===== config.mk =====
export PLATFORM = sky130hd
export DESIGN_NAME = pivot_redund_alloc
export DESIGN_NICKNAME = d
export VERILOG_FILES = /design/src/rtl/pivot_redund_alloc.sv
export SDC_FILE = /design/constraint.sdc
export NUM_CORES = 1
export LEC_CHECK = 0
export BUFFER_PORTS_ARGS = -buffer_cell sky130_fd_sc_hd__clkbuf_2
export CAP_MARGIN = 20
export CORE_UTILIZATION = 63
export DETAILED_ROUTE_END_ITERATION = 6
export PLACE_DENSITY = 0.8
export SETUP_SLACK_MARGIN = 0.3
export SLEW_MARGIN = 5
export SYNTH_ARGS = -nofsm -noshare
export SYNTH_HDL_FRONTEND = slang
export SYNTH_SLANG_ARGS = --single-unit
export TNS_END_PERCENT = 5

===== constraint.sdc =====
create_clock -name clk -period 7.21 [get_ports clk]
set_input_delay 1.442 -clock clk [delete_from_list [all_inputs] [get_ports clk]]
set_output_delay 1.442 -clock clk [all_outputs]
set_load 0.01 [all_outputs]

===== src/rtl/pivot_redund_alloc.sv =====
module pivot_redund_alloc #(
  parameter int ROW_W      = 8,
  parameter int COL_W      = 6,
  parameter int GROUP_BITS = 2,
  parameter int SPARE_ROWS = 4,
  parameter int SPARE_COLS = 2
) (
  input  logic                                        clk,
  input  logic                                        rst_n,
  input  logic                                        start,
  input  logic                                        fault_valid,
  input  logic [ROW_W-1:0]                            row_addr,
  input  logic [COL_W-1:0]                            col_addr,
  input  logic                                        test_done,
  output logic                                        done,
  output logic                                        repairable,
  output logic [SPARE_ROWS-1:0]                       srow_valid,
  output logic [SPARE_ROWS*ROW_W-1:0]                 srow_addr,
  output logic [SPARE_COLS-1:0]                       scol_valid,
  output logic [SPARE_COLS*(COL_W-GROUP_BITS)-1:0]    scol_addr
);
  localparam int GC_W  = COL_W - GROUP_BITS;
  localparam int ENT   = SPARE_ROWS + SPARE_COLS;
  localparam int IDX_W = $clog2(ENT);
  localparam int CNT_W = $clog2(ENT + 1);
  localparam int NR_W  = $clog2(SPARE_ROWS + 1);
  localparam int NC_W  = $clog2(SPARE_COLS + 1);
  localparam int RI_W  = $clog2(SPARE_ROWS);
  localparam int CI_W  = $clog2(SPARE_COLS);
  localparam logic [CNT_W-1:0] ENT_N  = CNT_W'(ENT);
  localparam logic [IDX_W-1:0] LAST_I = IDX_W'(ENT - 1);
  localparam logic [NR_W-1:0]  SR_N   = NR_W'(SPARE_ROWS);
  localparam logic [NC_W-1:0]  SC_N   = NC_W'(SPARE_COLS);

  typedef enum logic [1:0] {S_IDLE, S_COLL, S_ALLOC, S_DONE} st_t;

  st_t               st;
  logic [ROW_W-1:0]  prow [ENT];
  logic [GC_W-1:0]   pcol [ENT];
  logic [ENT-1:0]    pv, rf, cf;
  logic [CNT_W-1:0]  cnt;
  logic [IDX_W-1:0]  idx;
  logic              ph, fail;
  logic [NR_W-1:0]   nr;
  logic [NC_W-1:0]   nc;
  logic [ROW_W-1:0]  sr_a [SPARE_ROWS];
  logic [GC_W-1:0]   sc_a [SPARE_COLS];

  logic [GC_W-1:0]   gcol;
  logic [ENT-1:0]    row_hit, col_hit;
  logic              any_hit, same_cell, coll_ovf, absorb;

  assign gcol = GC_W'(col_addr >> GROUP_BITS);

  for (genvar i = 0; i < ENT; i++) begin : g_cmp
    assign row_hit[i] = pv[i] && (prow[i] == row_addr);
    assign col_hit[i] = pv[i] && (pcol[i] == gcol);
  end

  assign any_hit   = |(row_hit | col_hit);
  assign same_cell = |(row_hit & col_hit);
  assign coll_ovf  = (st == S_COLL) && fault_valid && !any_hit && (cnt == ENT_N);
  assign absorb    = (st == S_COLL) && fault_valid && any_hit;

  assign done       = (st == S_DONE);
  assign repairable = done && !fail;

  for (genvar k = 0; k < SPARE_ROWS; k++) begin : g_sro
    assign srow_valid[k] = NR_W'(k) < nr;
    assign srow_addr[k*ROW_W +: ROW_W] = sr_a[k];
  end
  for (genvar k = 0; k < SPARE_COLS; k++) begin : g_sco
    assign scol_valid[k] = NC_W'(k) < nc;
    assign scol_addr[k*GC_W +: GC_W] = sc_a[k];
  end

  always_ff @(posedge clk) begin
    if (!rst_n || start) begin
      st   <= rst_n ? S_COLL : S_IDLE;
      pv   <= '0;
      rf   <= '0;
      cf   <= '0;
      cnt  <= '0;
      idx  <= '0;
      ph   <= 1'b0;
      fail <= 1'b0;
      nr   <= '0;
      nc   <= '0;
      for (int i = 0; i < ENT; i++) begin
        prow[i] <= '0;
        pcol[i] <= '0;
      end
      for (int k = 0; k < SPARE_ROWS; k++) sr_a[k] <= '0;
      for (int k = 0; k < SPARE_COLS; k++) sc_a[k] <= '0;
    end else begin
      case (st)
        S_COLL: begin
          if (test_done) begin
            st  <= S_ALLOC;
            idx <= '0;
            ph  <= 1'b0;
          end
          if (fault_valid && !same_cell) begin
            if (any_hit) begin
              rf <= rf | row_hit;
              cf <= cf | col_hit;
            end else if (cnt == ENT_N) begin
              fail <= 1'b1;
              st   <= S_DONE;
            end else begin
              prow[cnt[IDX_W-1:0]] <= row_addr;
              pcol[cnt[IDX_W-1:0]] <= gcol;
              pv[cnt[IDX_W-1:0]]   <= 1'b1;
              cnt <= cnt + 1'b1;
            end
          end
        end
        S_ALLOC: begin
          if (!ph) begin
            if (pv[idx] && rf[idx]) begin
              if (nr < SR_N) begin
                sr_a[nr[RI_W-1:0]] <= prow[idx];
                nr <= nr + 1'b1;
              end else fail <= 1'b1;
            end
            if (pv[idx] && cf[idx]) begin
              if (nc < SC_N) begin
                sc_a[nc[CI_W-1:0]] <= pcol[idx];
                nc <= nc + 1'b1;
              end else fail <= 1'b1;
            end
          end else if (pv[idx] && !rf[idx] && !cf[idx]) begin
            if (nr < SR_N) begin
              sr_a[nr[RI_W-1:0]] <= prow[idx];
              nr <= nr + 1'b1;
            end else if (nc < SC_N) begin
              sc_a[nc[CI_W-1:0]] <= pcol[idx];
              nc <= nc + 1'b1;
            end else fail <= 1'b1;
          end
          if (idx == LAST_I) begin
            idx <= '0;
            ph  <= 1'b1;
            if (ph) st <= S_DONE;
          end else begin
            idx <= idx + 1'b1;
          end
        end
        default: ;
      endcase
    end
  end
endmodule



Word level (Yosys, flattened, before mapping)
Memory sizes are Yosys's and may differ from the RTL's. A register that Yosys moved wholly into a read port is not among the register bits. Cells that the tools add are included. W data, S select, Z words.

Register bits after elaboration: 33. Memories: 4. Bits in writable memories: 112.

Memories: prow (words 6, bits a word 8, read ports 7, clocked after Yosys merged registers in 1, write ports 6, line 38) `logic [ROW_W-1:0] prow [ENT];`; sr_a (words 4, bits a word 8, read ports 4, clocked after Yosys merged registers in 0, write ports 4, line 46) `logic [ROW_W-1:0] sr_a [SPARE_ROWS];`; pcol (words 6, bits a word 4, read ports 7, clocked after Yosys merged registers in 1, write ports 6, line 39) `logic [GC_W-1:0] pcol [ENT];`; sc_a (words 2, bits a word 4, read ports 2, clocked after Yosys merged registers in 0, write ports 2, line 47) `logic [GC_W-1:0] sc_a [SPARE_COLS];`.

Bitwise gates (word level): 9. Equality and inequality tests: 29. $lt $le $gt $ge: 11. Add/subtract/negate cells: 4. Reduce and logical (&&, ||, !) cells: 43. Mux-type cells: 93.

Operator list (count): $mux W1 (54); $eq A8 B8 Y1 (6); $mux W3 (12); $mux W2 (13); $eq A4 B4 Y1 (6); $mux W8 (3); $or A6 B6 Y6 (4); $logic_and A1 B1 Y1 (19); $reduce_or A8 Y1 (2); $ne A3 B3 Y1 const B (5); $mux W4 (3); $reduce_and A3 Y1 (4); $reduce_or A6 Y1 (2); $add A3 B1 Y3 const B (3); $bmux W1 S3 (3); $lt A3 B4 Y1 const B (2); $ne A2 B2 Y1 const B (4); $reduce_and A4 Y1 (2); $reduce_or A4 Y1 (2); $reduce_and A7 Y1 (1); $and A6 B6 Y6 (1); $eq A3 B3 Y1 const B (2); $lt A1 B3 Y1 const A (2); $lt A2 B3 Y1 const A (2); other kinds (19) (32).

Depth between registers and ports, before layout
Gate-level depths: netlist (run 1).

Word-level depth: 13. Depth in mapped cells: 10.

Worst setup path after synthesis (run 1)
OpenSTA, ideal clock, no wires.

Kind: input to register. From: in col_addr[4]. To: mem pcol[6][0] in the netlist's numbering, enable pin. Arrival: 4024 ps. Path slack: 2790 ps. Buffers on the path: 3. Stages: 10. Cells stage by stage: buf_2 > xor2_1 > nor4_1 > and2_1 > a2111oi_0 > and4_1 > nand4b_1 > buf_2 > buf_2 > nor3_1.

RTL lines: start, declared (line 13) `input logic [COL_W-1:0] col_addr,`; end, declared (line 39).

==> flow_metrics.py, run 1 <==
metrics = {
    "run_status": {
        "status": "complete, no violations",
    },
    "sta": {
        "max_freq_ghz": 0.228,
        "period_needed_ns": 4.38,
        "worst_pin_slew_ns": 0.983,
        "slew_headroom_pct": 32.8,
        "finalCritPeriodShare_pct": 60.8,
        "slew_violations": 0,
        "finalSetupTns_ns": 0,
        "clock_skew_ns": 0.00792,
        "setup_violations": 0,
        "rsz0062_at_grt": "false",
        "hold_slack_ns": 0.475,
        "hold_violations": 0,
    },
    "synth": {
        "synth.area.top_cells": "edfxtp_1, dfxtp_1, mux4_2",
        "synthMuxAreaShare_pct": 9.82,
        "synth_commonest_cells": "edfxtp_1, nor2_1, xnor2_1",
        "synth_simple_gate_area_share_pct": 14.8,
        "synth-async-reset-ratio_pct": 0,
        "syn_inst": 679,
        "yosys_warnings": 0,
        "synth-edff-count": 138,
        "synth_compound_area_share_pct": 5.12,
        "ys.flop_type": "edfxtp_1",
        "ys_ff_latch": 172,
        "synth_top_family_by_area": "simple AND/OR/NAND/NOR gates",
        "synth_most_common_cell": "edfxtp_1",
        "synth_xor_area_share_pct": 7.21,
        "syn_area_per_cell_um2": 12.2,
        "synth_fp_nets": 705,
        "synth.cell_area_um2": 8270,
        "synth_top_area_share_pct": 50.1,
        "ys_seq_area_share_pct": 58.4,
        "ys_types": 48,
        "synthAdderAreaFrac_pct": 1.06,
        "synth_top_cell_by_area": "edfxtp_1",
    },
    "worst_hold_path": {
        "hold_class": "flop to flop",
    },
    "final_layout": {
        "num_antenna_cells": 0,
        "multi_input_area_um2": 3170,
        "utilization_pct": 72.9,
        "nFillCells": 864,
        "fin_nets": 746,
        "seqCellArea_um2": 4820,
        "synthToLayoutAreaGrowth_pct": 12.2,
        "drive_gt1_share_pct": 20.7,
    },
    "worst_setup_path": {
        "startpoint_type": "primary input",
        "crit_fanout": 46,
        "critPathArrivalTime_ns": 4.57,
        "cp_data_required_time_ns": 7.40,
        "critical_path_class": "primary input to flop",
        "end_kind": "flop",
    },
    "drt": {
        "drcViolationCount": 0,
        "ant_nets": 0,
        "vias": 5728,
        "drt-initial-drc-count": 681,
        "drt-pass1-iter-count": 5,
        "totalWireLength_um": 19000,
        "vias_per_cell": 6.33,
        "wl_per_cell_um": 21.0,
    },
    "clock_tree": {
        "clock_path_buffers": 2,
        "postCtsResizedCells": 0,
        "ctsRootBufferMaster": "clkbuf_16",
        "clock-sinks": 172,
        "cts_buffers": 17,
        "cts_tree": "done",
        "worstSkewPairLatency_ns": 0.44,
        "hold_buffers": 0,
        "clkTransAtPathRegs_ns": 0.06,
        "cts_htree_levels": 4,
        "cts_setup_buffers": 0,
    },
    "die": {
        "start_util_pct": 65.0,
        "die_h_um": 117,
        "die_area_um2": 13600,
        "rows": 41,
        "core-area_um2": 12700,
        "num_io_pins": 67,
        "die-width_um": 117,
    },
    "global_routing": {
        "gr-usage-all-layers_pct": 30.0,
        "grt_pass1_wl_um": 29300,
        "antenna_found_initial": 0,
        "grt_pass1_vias": 5467,
        "globalRouteOverflowTotal": 0,
        "grt_max_degree": 47,
    },
    "place": {
        "hpwl_um": 12900,
        "gp_congestion": 0.866,
        "placement.io_buffers": 64,
    },
    "run": {
        "cap_violations": 0,
    },
    "power_and_ir_drop": {
        "p_leak_uw": 0.00312,
        "p_per_area_nw_per_um2": 233,
        "ir_drop_mv": 0.194,
    },
}
## critical path, stage by stage
cell and delay, ns:
clkbuf_2 0.23, nand2b_1 0.14, o2111ai_1 0.10, a2111oi_0 0.88, a21oi_1 0.19, and3_1 0.27
nand4b_1 0.26, buf_4 0.47, o21ai_1 0.29, buf_4 0.27
## layer usage
layer	part of all wire [%]	global-route usage, %
met5	0	0
met4	2.9	14.9
met3	8.5	6.18
met1	38	37.1
met2	51	50.4
## layout by cell type (no fill, tap or decap), drive strengths merged, types with 9 or more instances in the layout
cell type / synthesis / routed
xor2: 9 / 9
nand2b: 10 / 10
xnor2: 59 / 59
clkbuf: 40 / 82
nor2: 79 / 79
mux4: 27 / 27
dfxtp: 34 / 34
nor4: 39 / 39
nor3: 35 / 35
nand4: 11 / 11
inv: 17 / 23
edfxtp: 138 / 138
buf: 17 / 15
mux2i: 17 / 17
a21oi: 19 / 19
nand3: 14 / 14
nand2: 39 / 39
## cell type report
class / instances / share of cell area, %
clock buffer: 18 / 4.63
clock inverter: 14 / 1.44
inverter: 18 / 0.728
multi-input combinational: 432 / 34.1
sequential: 172 / 52.0
tap: 172 / 2.32
timing repair buffer: 79 / 4.75
## registers in the layout, summed over array words and instances (netlist names), 6 cells and up, named ones only
register,count
rf,6
pv,6
cf,6
sr_a,32
prow,64
sc_a,8
pcol,32
## where the power goes
group | internal [uW] | switching, uW | leakage (uW)
sequential | 1100 | 19.7 | 0.00172
clock | 481 | 389 | 0.000266
combinational | 64.6 | 112 | 0.00113
total | 1650 | 521 | 0.00312
## cell families after synthesis
| logic type | Yosys count |
|---|---|
| AOI/OAI and AO/OA | 61 |
| xor gates and xnor gates | 68 |
| and+or+nand+nor | 249 |
| DFF | 172 |
| muxes | 47 |
| adders and majority gates | 7 |
| buffers and inverters | 75 |
## stage by stage
stage / instance area, um2 / instances / total power [uW] / setup WS (ns)
4_1_cts: 9260 / 904 / 2170 / 2.97
6_report: 9280 / 905 / 2170 / 2.83
3_5_place_dp: 8700 / 872 / 1310 / 2.55
3_3_place_gp: 8700 / 872 / 1310 / 2.60
5_1_grt: 9280 / 905 / 2230 / 2.65
2_1_floorplan: 8270 / 679 / 1260 / 2.79
## worst paths after layout
check | start | slack [ns] | cells after the start | endpoint
worst max-delay path | col_addr[5] | 2.83 | 10 | prow[3][2]$_SDFFCE_PN0P_
worst min-delay path | cf[4]$_SDFFE_PP0P_ | 0.47 | 2 | cf[4]$_SDFFE_PP0P_
worst max register to register | cnt[0]$_SDFFE_PP0P_ | 3.52 | 8 | pcol[5][1]$_DFFE_PP_
worst min register to register | cf[4]$_SDFFE_PP0P_ | 0.47 | 2 | cf[4]$_SDFFE_PP0P_
(Power assumes the default switching activity.)
==> run 2, diff against run 1 <==
CORE_UTILIZATION = 54   (was 63)
PLACE_DENSITY = 0.73   (was 0.8)
clock period = 3.6 ns   (was 7.21 ns; I/O delays follow)
==> run 2 against run 1 <==
Sequential share of layout area is 1.5 points lower. Non-clock buffer count up 23. Cell count up 3.9%. Power up 110%. Setup slack worse by 2.4 ns. Sequential cell count stayed put. Via count up 3.5%. Combinational power rose by 110%. First-iteration DRC count is 15% lower. Critical path depth is 1 higher. Critical path type unchanged. Critical endpoint is now prow[3][5]$_SDFFCE_PN0P_. Largest power group unchanged.
==> flow_metrics.py, run 2 (synthesis results as in run 1) <==
metrics = {
    "run_status": {
        "status": "complete, no violations",
    },
    "final_layout": {
        "num_antenna_cells": 0,
        "reg.largest.list": "prow (64), pcol (32), sr_a (32)",
        "top_register": "prow",
        "final-instance-count-excl-fill": 940,
        "synthToLayoutAreaGrowth_pct": 15.6,
        "largest_reg_flops": 64,
        "layout.cells.most_common": "edfxtp_1",
        "fin_nets": 769,
        "layout_common_cells": "edfxtp_1, nor2_1, clkbuf_2",
        "drive_gt1_share_pct": 23.3,
    },
    "sta": {
        "clock_skew_ns": 0.00745,
        "rsz0062_at_grt": "true",
        "period_needed_ns": 3.15,
        "finalCritPeriodShare_pct": 87.6,
        "finalSetupTns_ns": 0,
        "worst_pin_slew_ns": 1.02,
        "setup_violations": 0,
        "max_freq_ghz": 0.317,
        "hold_violations": 0,
        "slew_violations": 0,
        "slew_headroom_pct": 31.6,
    },
    "run": {
        "cap_violations": 0,
    },
    "global_routing": {
        "grt_pass1_wl_um": 32700,
        "antenna_found_initial": 0,
        "grt_pass1_vias": 5931,
        "grt_max_degree": 46,
        "gr-usage-all-layers_pct": 27.6,
        "globalRouteOverflowTotal": 0,
    },
    "place": {
        "hpwl_um": 14300,
        "place_inst": 907,
        "gp_congestion": 0.863,
        "placement.io_buffers": 64,
    },
    "clock_tree": {
        "cts_buffers": 17,
        "clkTransAtPathRegs_ns": 0.06,
        "clock_path_buffers": 2,
        "cts_tree": "done",
        "worstSkewPairLatency_ns": 0.43,
        "ctsRootBufferMaster": "clkbuf_16",
        "clock-sinks": 172,
        "cts_htree_levels": 4,
    },
    "worst_setup_path": {
        "startpoint_type": "primary input",
        "crit_fanout": 44,
        "cp_data_required_time_ns": 3.79,
        "end_kind": "flop",
        "critPathArrivalTime_ns": 3.34,
        "critical_path_class": "primary input to flop",
        "rr_startpoint": "pcol[4][2]$_SDFFCE_PN0P_",
        "startpoint": "row_addr[7]",
    },
    "drt": {
        "vias": 5931,
        "wl_per_cell_um": 22.2,
        "ant_nets": 0,
        "drcViolationCount": 0,
        "highest_layer": "met4",
        "route.met3.wl_um": 1520,
        "totalWireLength_um": 20800,
        "drt-initial-drc-count": 582,
        "drt-met1-wl_um": 8120,
        "drt-pass1-iter-count": 7,
        "vias_per_cell": 6.31,
        "wl_met2_um": 10400,
    },
    "power_and_ir_drop": {
        "ir_drop_mv": 0.310,
        "p_leak_uw": 0.00327,
        "p_per_area_nw_per_um2": 477,
    },
    "worst_hold_path": {
        "hold_class": "flop to flop",
        "worstHoldStart": "cf[1]$_SDFFE_PP0P_",
    },
    "die": {
        "start_util_pct": 56.0,
        "rows": 44,
        "core-area_um2": 14800,
        "die_h_um": 126,
        "die-width_um": 126,
        "die_area_um2": 15800,
        "num_io_pins": 67,
    },
}
## run 2: cell count changes in the layout (fill, tap and decap cells not counted), sizes merged
cell and delta:
clkinv +2, inv -6, buf +23, clkinvlp -2, clkbuf +3, bufinv +3
## run 2: routing by layer
| layer | GRT usage (%) | vias to the layer above |
|---|---|---|
| li1 | - | 2650 |
| met1 | 33.7 | 2895 |
| met2 | 47.6 | 322 |
| met3 | 4.80 | 64 |
| met4 | 13.6 | 0 |
| met5 | 0 | - |
## run 2: what timing repair did
action / in CTS / in global routing
gates resized for setup: 0 / 1
hold buffers: 0 / 0
buffers inserted: 0 / 0
endpoints found under the setup margin: 0 / 50
## run 2: worst max-delay path, cell delays in order
cell and delay, ns:
clkbuf_2 0.19, xnor2_1 0.33, nand3_1 0.19, nor3_1 0.46
a22oi_1 0.18, and3_1 0.23, nand4b_1 0.11, buf_4 0.13
buf_4 0.39, o21ai_1 0.18, buf_4 0.21
## run 2: where the power goes
part           total (uW)  internal, uW  switching [uW]
Combinational         374           142             232
Sequential           2240          2200            40.7
Clock                1940          1180             764
Total                4560          3520            1040
## run 2: path summary, 6_finish.rpt
check | to | slack [ns] | cells after the start
min reg2reg | cf[1]$_SDFFE_PP0P_ | 0.48 | 2
max | prow[3][5]$_SDFFCE_PN0P_ | 0.45 | 11
max reg2reg | prow[3][5]$_SDFFCE_PN0P_ | 0.49 | 10
min | cf[1]$_SDFFE_PP0P_ | 0.48 | 2
## run 2: through the flow
step	hold slack (ns)	setup WS (ns)	total power (uW)	cell area (um2)	util, %
floorplan	0.430	-0.0593	2520	8280	-
finish	0.481	0.448	4560	9560	64.8
global placement	0.444	-0.0990	2630	8900	60.3
global route	0.512	0.269	4670	9560	64.8
detailed placement	0.460	0.0527	2650	8910	60.4
CTS	0.477	0.466	4550	9530	64.6
## run 2: area by class of cell
class                           count  area [um2]
Inverter                           18        67.6
Timing Repair Buffer              102         629
Multi-Input combinational cell    432        3190
Sequential cell                   172        4820
Tap cell                          184         230
Clock inverter                     11         168
Fill cell                        1121        5200
Clock buffer                       21         450
==> run 3, diff against run 2 <==
CORE_UTILIZATION = 56   (was 54)
CTS_BUF_LIST = sky130_fd_sc_hd__clkbuf_8   (was not set)
GPL_TIMING_DRIVEN = 0   (was not set)
PLACE_DENSITY = 0.75   (was 0.73)
==> run 3 against run 2 <==
Hold slack worse by 0.0032 ns. Design area down 2.0%. Non-clock buffer count up 22. First-iteration DRC count up 51%. Register-to-register slack worse by 0.09 ns. Critical path type unchanged. Clock power down 40%.
==> flow_metrics.py, run 3 (synthesis results as in run 1) <==
metrics = {
    "worst_setup_path": {
        "end_kind": "flop",
        "crit_fanout": 10,
        "regToRegSetupSlack_ns": 0.40,
        "critical_path_class": "primary input to flop",
        "r2r-end": "prow[7][4]$_DFFE_PP_",
        "cp_data_required_time_ns": 3.78,
        "rr_startpoint": "pcol[5][0]$_DFFE_PP_",
        "startpoint_type": "primary input",
        "ff2ff_path_depth": 10,
        "critPathArrivalTime_ns": 3.43,
    },
    "die": {
        "num_io_pins": 67,
        "start_util_pct": 57.1,
        "die_area_um2": 15200,
        "die_h_um": 123,
        "core-area_um2": 14500,
        "die-width_um": 123,
        "rows": 44,
    },
    "clock_tree": {
        "clkTransAtPathRegs_ns": 0.08,
        "worstSkewPairLatency_ns": 0.47,
        "cts_htree_levels": 4,
        "cts_buffers": 17,
        "clock_path_buffers": 2,
        "clock-sinks": 172,
        "hold_buffers": 0,
        "cts_tree": "done",
        "ctsRootBufferMaster": "clkbuf_8",
    },
    "power_and_ir_drop": {
        "pwr-share-clk_pct": 30.6,
        "combPwrFrac_pct": 10.2,
        "p_switching_uw": 987,
        "ir_drop_mv": 0.254,
        "p_per_area_nw_per_um2": 404,
        "seq_power_share_pct": 59.2,
        "p_int_uw": 2800,
        "p_leak_uw": 0.00311,
        "p_sw_share_pct": 26.1,
    },
    "drt": {
        "totalWireLength_um": 21200,
        "drt-pass1-iter-count": 5,
        "vias_per_cell": 6.30,
        "ant_nets": 0,
        "drcViolationCount": 0,
        "vias": 6064,
        "wl_per_cell_um": 22.0,
        "drt-initial-drc-count": 880,
    },
    "global_routing": {
        "globalRouteOverflowTotal": 0,
        "gr-usage-all-layers_pct": 29.2,
        "antenna_found_initial": 0,
        "grt_pass1_vias": 5762,
        "grt_max_degree": 17,
        "grt_pass1_wl_um": 31900,
    },
    "place": {
        "gp_congestion": 0.907,
        "placement.io_buffers": 52,
        "pre_cts_ws_ns": -0.524,
        "hpwl_um": 15400,
    },
    "run_status": {
        "status": "complete, no violations",
    },
    "sta": {
        "hold_violations": 0,
        "worst_pin_slew_ns": 0.999,
        "slew_violations": 0,
        "finalCritPeriodShare_pct": 90.2,
        "rsz0062_at_grt": "true",
        "setup_violations": 0,
        "hold_slack_ns": 0.478,
        "setup_ws_ns": 0.351,
        "max_freq_ghz": 0.308,
        "slew_headroom_pct": 33.4,
        "clock_skew_ns": 0.00883,
        "period_needed_ns": 3.25,
    },
    "run": {
        "cap_violations": 0,
    },
    "final_layout": {
        "drive_gt1_share_pct": 21.1,
        "largest_reg_flops": 64,
        "fin_nets": 791,
        "num_antenna_cells": 0,
        "reg.largest.list": "prow (64), pcol (32), sr_a (32)",
        "top_register": "prow",
        "synthToLayoutAreaGrowth_pct": 13.3,
        "layout_common_cells": "edfxtp_1, nor2_1, xnor2_1",
        "layout.cells.most_common": "edfxtp_1",
    },
    "worst_hold_path": {
        "worstHoldStart": "rf[0]$_SDFFE_PP0P_",
        "min_to": "rf[0]$_SDFFE_PP0P_",
        "worstHoldPathCells": 2,
        "hold_class": "flop to flop",
    },
}
[run 3: changes by cell type in the layout (fill, tap and decap cells not counted), moves of 6 or more]
| cell | delta |
|---|---|
| buf_1 | +6 |
| buf_4 | -26 |
| clkbuf_2 | -7 |
| clkbuf_16 | -17 |
| clkbuf_1 | +31 |
| buf_2 | +9 |
| clkbuf_8 | +16 |
[run 3: per-layer routing]
layer	routed length (um)	vias up	GRT usage, %
li1	-	2691	-
met1	8360	2942	38.0
met2	10200	374	47.6
met3	1940	57	5.44
met4	696	0	13.4
met5	0	-	0
[run 3: worst max-delay path by stage]
stage	start	end	slack, ns	depth (start not counted)
floorplan	col_addr[4]	pcol[2][0]$_SDFFCE_PN0P_	-0.06	9
global placement	row_addr[1]	prow[5][5]$_DFFE_PP_	-1.48	9
detailed placement	col_addr[2]	prow[3][5]$_SDFFCE_PN0P_	-0.52	10
CTS	cnt[0]$_SDFFE_PP0P_	prow[2][6]$_SDFFCE_PN0P_	0.10	8
global route	col_addr[2]	prow[7][0]$_DFFE_PP_	0.29	11
finish	col_addr[2]	prow[7][4]$_DFFE_PP_	0.35	11
[run 3: final cells by class]
class	instances	area (um2)
repair buffers	67	417
clock inverters	15	85.1
multi-input cells	432	3260
plain buffers	57	243
inverters	18	68.8
well taps	184	230
fillers	1106	5120
flip-flops and latches	172	4830
clock buffers	17	234
[run 3: critical path, stage by stage]
cell and delay [ns]:
buf_2 0.20, xor2_1 0.21, nor4_1 0.12, and2_1 0.19, a2111oi_0 0.32, and4_1 0.31, nand4b_1 0.25, buf_2 0.28
buf_2 0.24, nor3_4 0.35, buf_6 0.22
[run 3: power groups by stage]
| stage | registers, uW | logic [uW] | clock network, uW |
|---|---|---|---|
| floorplan | 2280 | 233 | 0 |
| global placement | 2280 | 350 | 0 |
| detailed placement | 2280 | 366 | 0 |
| CTS | 2240 | 371 | 1150 |
| global route | 2250 | 412 | 1230 |
| finish | 2240 | 387 | 1160 |
[run 3: metrics by stage]
step | setup TNS [ns] | cell area, um2 | total power (uW) | utilization (%) | instances
6_report | 0 | 9360 | 3780 | 64.7 | 962
5_1_grt | 0 | 9360 | 3890 | 64.7 | 962
4_1_cts | 0 | 9230 | 3760 | 63.8 | 954
3_5_place_dp | -56.13 | 8860 | 2650 | 61.2 | 921
3_3_place_gp | -126.16 | 8770 | 2630 | 60.6 | 915
2_1_floorplan | -2.85 | 8280 | 2520 | - | 679
[run 3: what timing repair did]
item,in CTS,in global routing
setup endpoints to repair,162,160
resized for setup,9,17
pin swaps,1,2
setup buffers,1,8
